<file path="src/rtl/rsb_unit.sv">
module rsb_unit (
  input  logic       pfx,
  input  logic [7:0] opc,
  input  logic [7:0] opnd,
  input  logic [3:0] flg_in,
  output logic [7:0] res,
  output logic [3:0] flg_out,
  output logic [3:0] flg_mask,
  output logic       wr_en,
  output logic [2:0] reg_sel,
  output logic       mem_op
);
  logic [1:0] grp;
  logic [2:0] sel;
  logic       short_rot;
  logic       act;
  logic [7:0] bmask;
  logic [7:0] sh_res;
  logic       sh_c;

  assign grp       = opc[7:6];
  assign sel       = opc[5:3];
  assign short_rot = !pfx && opc[7:5] == 3'b000 && opc[2:0] == 3'b111;
  assign act       = pfx || short_rot;
  assign bmask     = 8'h01 << sel;
  assign reg_sel   = pfx ? opc[2:0] : 3'd7;
  assign mem_op    = pfx && opc[2:0] == 3'b110;

  always_comb begin
    case (sel)
      3'd0: begin sh_res = {opnd[6:0], opnd[7]};   sh_c = opnd[7]; end
      3'd1: begin sh_res = {opnd[0], opnd[7:1]};   sh_c = opnd[0]; end
      3'd2: begin sh_res = {opnd[6:0], flg_in[0]}; sh_c = opnd[7]; end
      3'd3: begin sh_res = {flg_in[0], opnd[7:1]}; sh_c = opnd[0]; end
      3'd4: begin sh_res = {opnd[6:0], 1'b0};      sh_c = opnd[7]; end
      3'd5: begin sh_res = {opnd[7], opnd[7:1]};   sh_c = opnd[0]; end
      3'd6: begin sh_res = {opnd[3:0], opnd[7:4]}; sh_c = 1'b0;    end
      default: begin sh_res = {1'b0, opnd[7:1]};   sh_c = opnd[0]; end
    endcase
  end

  always_comb begin
    res      = opnd;
    flg_out  = flg_in;
    flg_mask = 4'h0;
    wr_en    = 1'b0;
    if (act) begin
      case (short_rot ? 2'b00 : grp)
        2'b00: begin
          res      = sh_res;
          flg_out  = {!short_rot && sh_res == 8'h00, 1'b0, 1'b0, sh_c};
          flg_mask = 4'hF;
          wr_en    = 1'b1;
        end
        2'b01: begin
          flg_out  = {~opnd[sel], 1'b0, 1'b1, flg_in[0]};
          flg_mask = 4'hE;
        end
        2'b10: begin
          res   = opnd & ~bmask;
          wr_en = 1'b1;
        end
        default: begin
          res   = opnd | bmask;
          wr_en = 1'b1;
        end
      endcase
    end
  end
endmodule

</file>
<file path="config.mk">
export PLATFORM = sky130hd
export DESIGN_NAME = rsb_unit
export DESIGN_NICKNAME = d
export VERILOG_FILES = /design/src/rtl/rsb_unit.sv
export SDC_FILE = /design/constraint.sdc
export NUM_CORES = 1
export LEC_CHECK = 0
export ABC_CLOCK_PERIOD_IN_PS = 1600
export BUFFER_PORTS_ARGS = -buffer_cell sky130_fd_sc_hd__buf_2
export CAP_MARGIN = 15
export CORE_MARGIN = 5
export CORE_UTILIZATION = 49
export DETAILED_ROUTE_END_ITERATION = 7
export PLACE_DENSITY_LB_ADDON = 0.3
export SETUP_SLACK_MARGIN = 0.5
export SLEW_MARGIN = 20
export SYNTH_ARGS = -nofsm -noshare
export SYNTH_HDL_FRONTEND = slang
export SYNTH_SLANG_ARGS = --single-unit
</file>
<file path="constraint.sdc">
create_clock -name vclk -period 1.6
set_input_delay 0.08 -clock vclk [all_inputs]
set_output_delay 0.08 -clock vclk [all_outputs]
set_load 0.02 [all_outputs]
</file>
==> results.txt, run 1 <==
- The floorplan step set the die width to 50.7 um.
- Input and output buffers added on the ports amount to 42.
* Number of hold-repair buffers added at the cts stage: 0
- The congestion estimate from routability-driven global placement came to 0.961.
- Cells after synthesis: 128
* Worst Setup Slack post-DPL: -0.0306 ns
- After the last repair the worst path ends at an output port.
* Standard-cell rows: 14
- The cell area that synthesis handed to floorplanning was 811 sq um.
* Proportion of synthesized chip area in sequential cells: 0%
* Error msg: [ERROR DPL-0038] Utilization greater than 100%, impossible to legalize
- Post-GRT worst EP: flg_out[3]
- It got as far as 5_1_grt and failed there.
- Count of distinct cell types in the synthesized netlist: 40
* Maximum number of pins on one net before global-route repair: 14
* Synthesis Warnings: 0
- Synthesized net count: 149
* Result of the run: did not finish
- Die Ht: 50.7 um
- Post-Synthesis Mean Instance Area: 6.33 sq um
- Hpwl dp: 2380 um
- Initial cell density of the core: 52.6%
- During I/O placement, the number of pins put on the boundary was 42.
-- logic make-up after synthesis --
kind of cell	Yosys count	synth area share, %
multiplexers	14	20.7
AO/OA/AOI/OAI	42	35.0
buffers and inverters	17	10.0
AND/OR/NAND/NOR	55	34.3
-- timing repair --
item                                    4_1_cts
pin swaps                                    13
setup buffers                                 9
cloned                                        0
gates resized for setup                      43
endpoints found under the setup margin       16
-- cell usage after synthesis, types with 2 or more instances --
cell | instances | area [sq um]
clkbuf_1 | 6 | 22.5
a22oi_1 | 2 | 15.0
nand3_1 | 2 | 10.0
a31oi_1 | 3 | 18.8
a21oi_1 | 6 | 30.0
nand2_1 | 16 | 60.1
nor2_1 | 17 | 63.8
inv_1 | 5 | 18.8
and2_1 | 2 | 12.5
nand2b_1 | 4 | 25.0
mux2i_1 | 10 | 100
buf_4 | 4 | 30.0
nor3_1 | 2 | 10.0
a221oi_1 | 3 | 26.3
mux2_2 | 2 | 22.5
and4b_1 | 2 | 20.0
buf_2 | 2 | 10.0
a222oi_1 | 2 | 20.0
o21ai_0 | 14 | 70.1
mux4_2 | 2 | 45.0
nand3b_1 | 2 | 15.0
nor2b_1 | 2 | 12.5
-- metrics by stage --
step | hold WS, ns | area (sq um) | instances
floorplan | 0.286 | 886 | 128
global placement | 0.484 | 1170 | 193
detailed placement | 0.490 | 1170 | 193
CTS | 0.479 | 1390 | 202
==> run 2, diff against run 1 <==
--- a/config.mk
+++ b/config.mk
@@ -8,11 +8,10 @@
 export ABC_CLOCK_PERIOD_IN_PS = 1600
 export BUFFER_PORTS_ARGS = -buffer_cell sky130_fd_sc_hd__buf_2
 export CAP_MARGIN = 15
-export CORE_MARGIN = 5
-export CORE_UTILIZATION = 49
+export CORE_AREA = 5 5 66 68
 export DETAILED_ROUTE_END_ITERATION = 7
-export PLACE_DENSITY_LB_ADDON = 0.3
-export SETUP_SLACK_MARGIN = 0.5
+export DIE_AREA = 0 0 71 73
+export PLACE_DENSITY_LB_ADDON = 0.15
 export SLEW_MARGIN = 20
 export SYNTH_ARGS = -nofsm -noshare
 export SYNTH_HDL_FRONTEND = slang
==> run 2 against run 1 <==
The flow now finishes, with violations (setup timing). Synthesized area unchanged. Synthesized cell count did not move.
==> results.txt, run 2 <==
- The wire-length estimate of the detail-placed layout is 2820 um.
- The total overflow left after global routing is 0.
- Layout Nets: 219
- Once the floorplan was initialized, standard cells occupied 21.3% of the core.
- The final reports fail on setup timing.
* Area of all placed cells without fillers: 1460 sq um
* Final GP Congestion: 0.849
- Number of global-route vias before repair: 1239
* Drt first-iter violations: 73
- Cell area after synthesis: 811 sq um
- WL final: 3680 um
- Dividing the synthesized area by the synthesized cell count gives 6.33 sq um.
* Via total after detailed routing: 1236
* Worst path arrival time: 1.53 ns
- Avg Vias per Cell: 5.02
- First-pass iteration count of the detailed router: 4
- The die covers 5180 sq um.
- The count of nets left with antenna violations once routing finished came out at 0.
* Max frequency: 623 MHz
- Fin Setup TNS: -0.00595 ns
* Internal power: 226 uW
* Count of distinct cell types in the synthesized netlist: 40
- From bottom edge to top edge, the die measures 73 um.
- Proportion of synthesized chip area in sequential cells: 0%
- The layout has 0 clock buffers.
* Total of fill cells in the finished design: 431
* Share of the synthesized area in the top cell type: 12.3%
- Sorting the synthesized cells by how often they occur yields nor2_1 (17), nand2_1 (16), o21ai_0 (14).
* Result of the run: finished, violations left
- The final number of max-transition violations was 0.
- Least-Margin Pin Slew: 0.513 ns
- Input/output buffers: 42
- Drt wl/cell: 15.0 um
- The analysis attributes to net switching a power of 252 uW.
* Number of I/O pins: 42
- VDD sags by at most 0.114 mV.
- Maximum number of pins on one net before global-route repair: 14
* Number of hold-repair buffers added at the cts stage: 0
* Top library cells by usage in the layout, fill and taps aside: buf_4 (39), buf_2 (36), nand2_1 (16), nor2_1 (16)
* Tot GR Track Use: 13.7%
* Part of the total power dissipated in sequential elements: 0%
- FF+latch area: 0 sq um
- The share of total power dissipated in combinational logic is 100.0%.
- The clock network burns 0% of the power.
* Die width: 71 um
- The first global-routing pass estimated 5950 um of wire.
- Crit share post-route: 100%
* Critical-path maximum fanout: 7
- In the final layout, the share of cells above drive strength 1 is 50.0%.
* Area of the core region: 3800 sq um
* Worst Setup Slack post-DPL: -0.226 ns
- RSZ-0062 raised after global routing: true
- Leading cell type by number of instances after synthesis: nor2_1
* Synthesis Warnings: 0
- Synthesized net count: 149
- Cell types with the largest area share after synthesis: mux2i_1 (12%), o21ai_0 (8.6%), nor2_1 (7.9%)
- The cell count after synthesis came out at 128.
- In this run the tightest slew margin relative to its limit is 65.4%.
- Leak: 0.709 nW
* Library cell with the largest summed area after synthesis: mux2i_1
- Area occupied by multi-input gates: 832 sq um
- Cell area after placement: 1240 sq um
- Standard-cell rows: 23
* Total power per unit cell area: 327 nW/um^2
- At the worst endpoint, the required time is 1.52 ns.
- Post-layout minimum cycle time: 1.61 ns
- After layout, the worst setup slack is -0.00595 ns.
* Initial antenna violation count: 0
- Switching fraction of total power: 52.7%
* Worst Setup Start Kind: input pin
- Max-cap violations in this run came to 0.
* Worst setup path category: in2out
* Count of flip-flops and latches: 0
* Worst Setup End Kind: output pin
- Drc violations: 0
* Number of antenna diodes: 0
* Setup violations, final: 1
* Most frequent standard cell in the layout excluding fill and tap cells: buf_4
- Area overhead of the layout relative to synthesis: 80.6%
* Min-Delay Path Class: in2out
* Final hold violations: 0
==> run 2: cell counts after synthesis <==
No cell type changed its count.
==> run 2: final timing paths <==
path | cells past startpoint | start | endpoint | slack (ns)
max | 7 | opc[4] | flg_out[3] | -0.006
min | 3 | flg_in[2] | flg_out[2] | 0.48
==> run 2: timing repair <==
item,4_1_cts,5_1_grt
setup endpoints to repair,4,5
pin swaps,7,5
buffers inserted,6,4
resized for setup,20,18
==> run 2: power by group through the flow <==
stage               Clock (mW)  Combinational, mW  Sequential, mW
floorplan                    0              0.228               0
global placement             0              0.395               0
detailed placement           0              0.396               0
CTS                          0              0.437               0
global route                 0              0.519               0
finish                       0              0.478               0
==> run 2: cells by family after synthesis <==
logic type | share of synthesized area, %
simple gates | 34.3
compound gates | 35.0
buf+inv | 10.0
mux | 20.7
==> run 2: metal layers <==
| metal | part of all wire (%) | track usage [%] |
|---|---|---|
| met5 | 0 | 0 |
| met3 | 5.6 | 1.52 |
| met4 | 0 | 0.835 |
| met2 | 48 | 24.2 |
| met1 | 46 | 18.7 |
==> run 2: area by class of cell <==
class / count / area share, %
inverter: 5 / 1.28
multi-input combinational: 111 / 56.8
tap: 50 / 4.27
timing repair buffer: 80 / 37.6
==> run 2: critical path: stages <==
cell     delay (ns)
buf_12         0.12
nand2_8        0.09
mux2i_1        0.22
o21ai_1        0.11
or3_4          0.39
o41ai_4        0.33
buf_4          0.19
==> run 2: stage by stage <==
step / util [%] / power (mW) / hold slack [ns] / cells
5_1_grt: 38.5 / 0.519 / 0.494 / 246
3_3_place_gp: 32.7 / 0.395 / 0.485 / 236
4_1_cts: 35.8 / 0.437 / 0.489 / 242
3_5_place_dp: 32.7 / 0.396 / 0.486 / 236
2_1_floorplan: - / 0.228 / 0.286 / 128
6_report: 38.5 / 0.478 / 0.484 / 246
No activity file was read; power rests on OpenSTA's default activity.
==> run 3, diff against run 2 <==
==> constraint.sdc (replaced) <==
create_clock -name vclk -period 1.6
set_input_delay 0.08 -clock vclk [all_inputs]
set_output_delay 0.08 -clock vclk [all_outputs]
set_load 0.05 [all_outputs]
==> run 3 against run 2 <==
The flow still finishes with violations (setup timing). Combinational power is 23% higher. Critical path depth unchanged. Non-clock buffer count is 6 higher. Setup slack got worse by 0.011 ns. Sequential share of layout area unchanged. Flip-flop and latch count stayed put. Largest cell class unchanged.
==> results.txt, run 3 (same netlist as run 2, synthesis figures left out) <==
- The flow ran to the end, but the final reports show violations.
- The final reports fail on setup timing.
* Post-layout minimum cycle time: 1.62 ns
* Area of the die: 5180 sq um
- After layout, the worst setup slack is -0.0165 ns.
- The worst setup path is captured at an output pin.
* Count of flip-flops and latches: 0
- Critical-path maximum fanout: 7
- Die width: 71 um
- Setup repair after global routing could not meet its margin everywhere.
- Area occupied by multi-input gates: 815 sq um
* Leak: 0.755 nW
- Global-route wire length before repair: 6080 um
* Number of antenna diodes: 0
- Final hold analysis gives a worst-case slack of 0.531 ns.
- After routing, the total negative slack on setup checks comes to -0.0165 ns.
- Routability-driven placement finished with a final weighted congestion of 0.794.
* Worst setup path category: in2out
- WP data required: 1.52 ns
* First-pass iteration count of the detailed router: 5
- In this run the worst setup path terminates at flg_out[3].
* Total global routing overflow: 0
* Overall power: 587 uW
* Maximum number of pins on one net before global-route repair: 14
- The worst pin sits at a relative slew slack of 73.6%.
- For this design, the CTS-stage hold fixing added 0 buffers.
* Drt first-iter violations: 56
* Least-Margin Pin Slew: 0.395 ns
* Clock buf count: 0
- The count of buffers added on input and output ports is 42.
* Via total after detailed routing: 1243
* Drt wl/cell: 14.5 um
- Max frequency: 619 MHz
- Peak supply drop: 0.169 mV
- Tot GR Track Use: 13.9%
* Hpwl dp: 2900 um
* Layout Utilization: 40.5%
- Using the TritonRoute via totals, the vias-per-cell ratio works out to 4.93.
* Initial cell density of the core: 21.3%
- Min-Delay Path Class: in2out
* Die Ht: 73 um
* Worst setup path startpoint: opc[5]
- Count of pins over their slew limit: 0
- Number of global-route vias before repair: 1256
- For this design the top-level I/O count stands at 42.
- Setup violations remaining at the end of the flow were counted as 1.
- In this run the core area contains 23 standard-cell rows.
- The library cells used most frequently in the layout, excluding fill and tap cells, are buf_4 (41), buf_2 (33), nand2_1 (16), nor2_1 (14).
- The final critical path takes up 101% of the cycle.
- Leaving out fill and tap cells, the most frequent cell in the layout is buf_4.
- Worst Setup Start Kind: input pin
- The number of endpoints with negative hold slack in the final report is 0.
* FF+latch area: 0 sq um
* Layout Nets: 225
- WL final: 3660 um
- Data on the critical path arrives at its endpoint at 1.54 ns.
- Total of fill cells in the finished design: 442
- In this run the power density over the cells is 382 nW/um^2.
- Area overhead of the layout relative to synthesis: 89.7%
* Area of the core region: 3800 sq um
- Count of nets left with antenna violations after detail routing: 0
- Initial antenna violation count: 0
- In the routed design, unresolved DRC markers number 0.
- The post-route netlist has 52.0% of its cells at a drive strength greater than 1.
- Number of maximum-capacitance constraint violations: 0
==> run 3: cell count changes in the layout (fill, tap and decap cells not counted), sizes merged <==
| cell | delta |
|---|---|
| buf | +6 |
==> run 3: what timing repair did <==
action,in CTS,in global routing
gates resized for setup,26,19
cloned,1,0
pin swaps,9,9
buffers inserted,3,2
endpoints found under the setup margin,6,8
==> run 3: metrics by stage <==
stage          area, sq um  cells  setup slack [ns]
3_3_place_gp          1330    246            -0.314
2_1_floorplan          831    128            -0.220
5_1_grt               1540    252           -0.0761
4_1_cts               1470    250           -0.0407
6_report              1540    252           -0.0165
3_5_place_dp          1330    246            -0.294
==> run 3: worst max-delay path, cell delays in order <==
cell     delay (ns)
buf_12         0.11
nand2_8        0.09
mux2i_1        0.23
o21ai_2        0.09
or3_4          0.38
o41ai_4        0.34
buf_6          0.20
==> run 3: layer usage <==
metal	track usage (%)	vias up	share of wire (%)
met5	0	-	0
met4	0	0	0
met3	1.93	0	6.1
met2	25.8	40	50
met1	18.2	580	44
li1	-	623	-
==> run 3: worst min-delay path by stage <==
stage,start,endpoint,slack [ns],depth (start not counted)
2_1_floorplan,flg_in[3],flg_out[3],0.37,2
3_3_place_gp,opc[2],mem_op,0.56,4
3_5_place_dp,opc[2],mem_op,0.56,4
4_1_cts,flg_in[3],flg_out[3],0.54,4
5_1_grt,flg_in[3],flg_out[3],0.56,4
6_report,flg_in[3],flg_out[3],0.53,4
==> run 3: final cells by class <==
class                      count  share of cell area, %
multi-input combinational    111                   53.0
timing repair buffer          86                   41.7
tap                           50                   4.07
inverter                       5                   1.22
==> run 3: power breakdown <==
part | total, mW | switching (mW) | internal (mW)
sequential | 0 | 0 | 0
clock | 0 | 0 | 0
combinational | 0.587 | 0.343 | 0.243
==> run 4, diff against run 3 <==
--- a/config.mk
+++ b/config.mk
@@ -11,7 +11,9 @@
 export CORE_AREA = 5 5 66 68
 export DETAILED_ROUTE_END_ITERATION = 7
 export DIE_AREA = 0 0 71 73
+export GPL_TIMING_DRIVEN = 0
 export PLACE_DENSITY_LB_ADDON = 0.15
+export RECOVER_POWER = 25
 export SLEW_MARGIN = 20
 export SYNTH_ARGS = -nofsm -noshare
 export SYNTH_HDL_FRONTEND = slang
==> run 4 against run 3 <==
The flow now finishes without violations. Worst hold slack better by 0.0036 ns. Via count shrank 3.9%. Clock-buffer cell count stayed put. Cell count is 9.5% lower. Largest cell class unchanged. Critical path depth down 1. Critical endpoint unchanged. Highest routed layer is now met4.
==> results.txt, run 4 (same netlist as run 2, synthesis figures left out) <==
- The tightest min-delay check is of the in2out type.
* Area overhead of the layout relative to synthesis: 63.6%
- For this run, the top clock speed supported by timing is 631 MHz.
* Number of antenna diodes: 0
- The critical path contains buffers and inverters numbering 2 combined.
- Final GP Congestion: 0.869
* Total power per unit cell area: 394 nW/um^2
* Number of maximum-capacitance constraint violations: 0
- WL final: 3490 um
* Most frequent standard cell in the layout excluding fill and tap cells: buf_2
* Post-route setup slack: 0.0160 ns
- Result of the run: complete, no violations
- The critical path goes through buf_12 > mux2_4 > a221oi_4 > nand3_2 > o41ai_4 > buf_6.
* Overall power: 523 uW
- Hpwl dp: 2650 um
- RSZ-0062 raised after global routing: true
- Worst hold slack: 0.534 ns
* Slowest stage cell on the critical path: o41ai_4
* Peak supply drop: 0.156 mV
- Pin placement for this block handled 42 I/O pins.
* Area of the core region: 3800 sq um
* Total global routing overflow: 0
- Global-route wire length before repair: 5540 um
- Leak: 0.611 nW
- The floorplan has 23 rows.
* Tot GR Track Use: 12.8%
* Crit share post-route: 99.0%
* Critical-path maximum fanout: 7
- Cell count along the critical path: 6
- STA classifies the critical path endpoint as an output pin.
- Final hold violations: 0
* Total of fill cells in the finished design: 447
* Drt first-iter violations: 69
* Number of global-route vias before repair: 1123
- FF+latch area: 0 sq um
- The routed layout has 1194 vias.
- Input/output buffers: 40
- Drt wl/cell: 15.3 um
- On the critical path the largest part of the delay comes from compound AO/OA/AOI/OAI gates.
- Clock buf count: 0
* Count of nets left with antenna violations after detail routing: 0
- Measured along the y axis, the die boundary spans 73 um.
- Share of final-layout standard cells stronger than drive strength 1: 44.9%
- Initial cell density of the core: 21.3%
- The worst setup path is launched from an input pin.
- In this run the horizontal extent of the chip is 71 um.
- The critical path in this run is classified as in2out.
* Maximum number of pins on one net before global-route repair: 11
- Least-Margin Pin Slew: 0.602 ns
* Worst hold endpoint: flg_out[3]
- In the routed design, unresolved DRC markers number 0.
- Avg Vias per Cell: 5.24
- The number of antenna violations at the first check in global routing came to 0.
- Delay of the slowest critical-path stage: 0.36 ns
- The startpoint identified for the worst hold timing path is flg_in[3].
- Number of hold-repair buffers added at the cts stage: 0
- Worst slew margin: 60.0%
- Fin Setup TNS: 0 ns
- Layout Nets: 201
* Post-layout minimum cycle time: 1.58 ns
- Count of flip-flops and latches: 0
* Count of pins over their slew limit: 0
* Setup violations, final: 0
- Top library cells by usage in the layout, fill and taps aside: buf_2 (34), nand2_1 (16), buf_4 (14), nor2_1 (13), mux2i_1 (10)
* Worst Setup Slack post-DPL: -0.348 ns
* WP data required: 1.52 ns
- Cells fill 34.9% of the core in the end.
- Worst path arrival time: 1.50 ns
- Area of the die: 5180 sq um
- First-pass iteration count of the detailed router: 4
* Count of cells along the worst hold path: 4
run 4: cell types whose count changed in the layout (fill, tap and decap cells not counted), moves of 2 or more:
cell / previous run / this run
clkbuf_4: 0 / 2
o21ai_0: 4 / 6
a221oi_2: 3 / 1
o21ai_1: 10 / 7
clkbuf_2: 0 / 2
a221oi_4: 0 / 2
buf_4: 41 / 14
buf_6: 9 / 5
clkbuf_1: 0 / 4
run 4: routing by layer:
| metal | up-vias | global-route usage, % | share of wire [%] |
|---|---|---|---|
| met4 | 0 | 1.04 | 0.46 |
| li1 | 579 | - | - |
| met2 | 52 | 22.6 | 47 |
| met5 | - | 0 | 0 |
| met3 | 2 | 1.65 | 6.3 |
| met1 | 561 | 17.4 | 46 |
run 4: how the worst max path moves through the flow:
stage               startpoint    endpoint
finish                  opc[4]  flg_out[3]
global route            opc[4]  flg_out[3]
CTS                     opc[5]  flg_out[3]
detailed placement      opc[3]  flg_out[3]
global placement        opc[3]  flg_out[3]
floorplan               opc[4]  flg_out[3]
run 4: stage by stage:
step	instances	area, sq um
after global placement	218	1090
after global routing	228	1330
after CTS	220	1170
final	228	1330
after floorplan	128	831
after detailed placement	218	1090
run 4: report_power, final:
group / switching, mW / internal, mW
Clock: 0 / 0
Combinational: 0.337 / 0.185
Sequential: 0 / 0
Total: 0.337 / 0.185
run 4: final cells by class:
cell class	count	area, sq um	share of cell area (%)
buffer	12	104	7.83
inverter	5	22.5	1.70
multi-input combinational	111	850	64.1
tap	50	62.6	4.72
timing repair buffer	50	288	21.7
run 4: repair_timing:
| action | in CTS | in global routing |
|---|---|---|
| pin swaps | 4 | 5 |
| setup endpoints to repair | 11 | 11 |
| setup buffers | 2 | 8 |
| resized for setup | 18 | 36 |
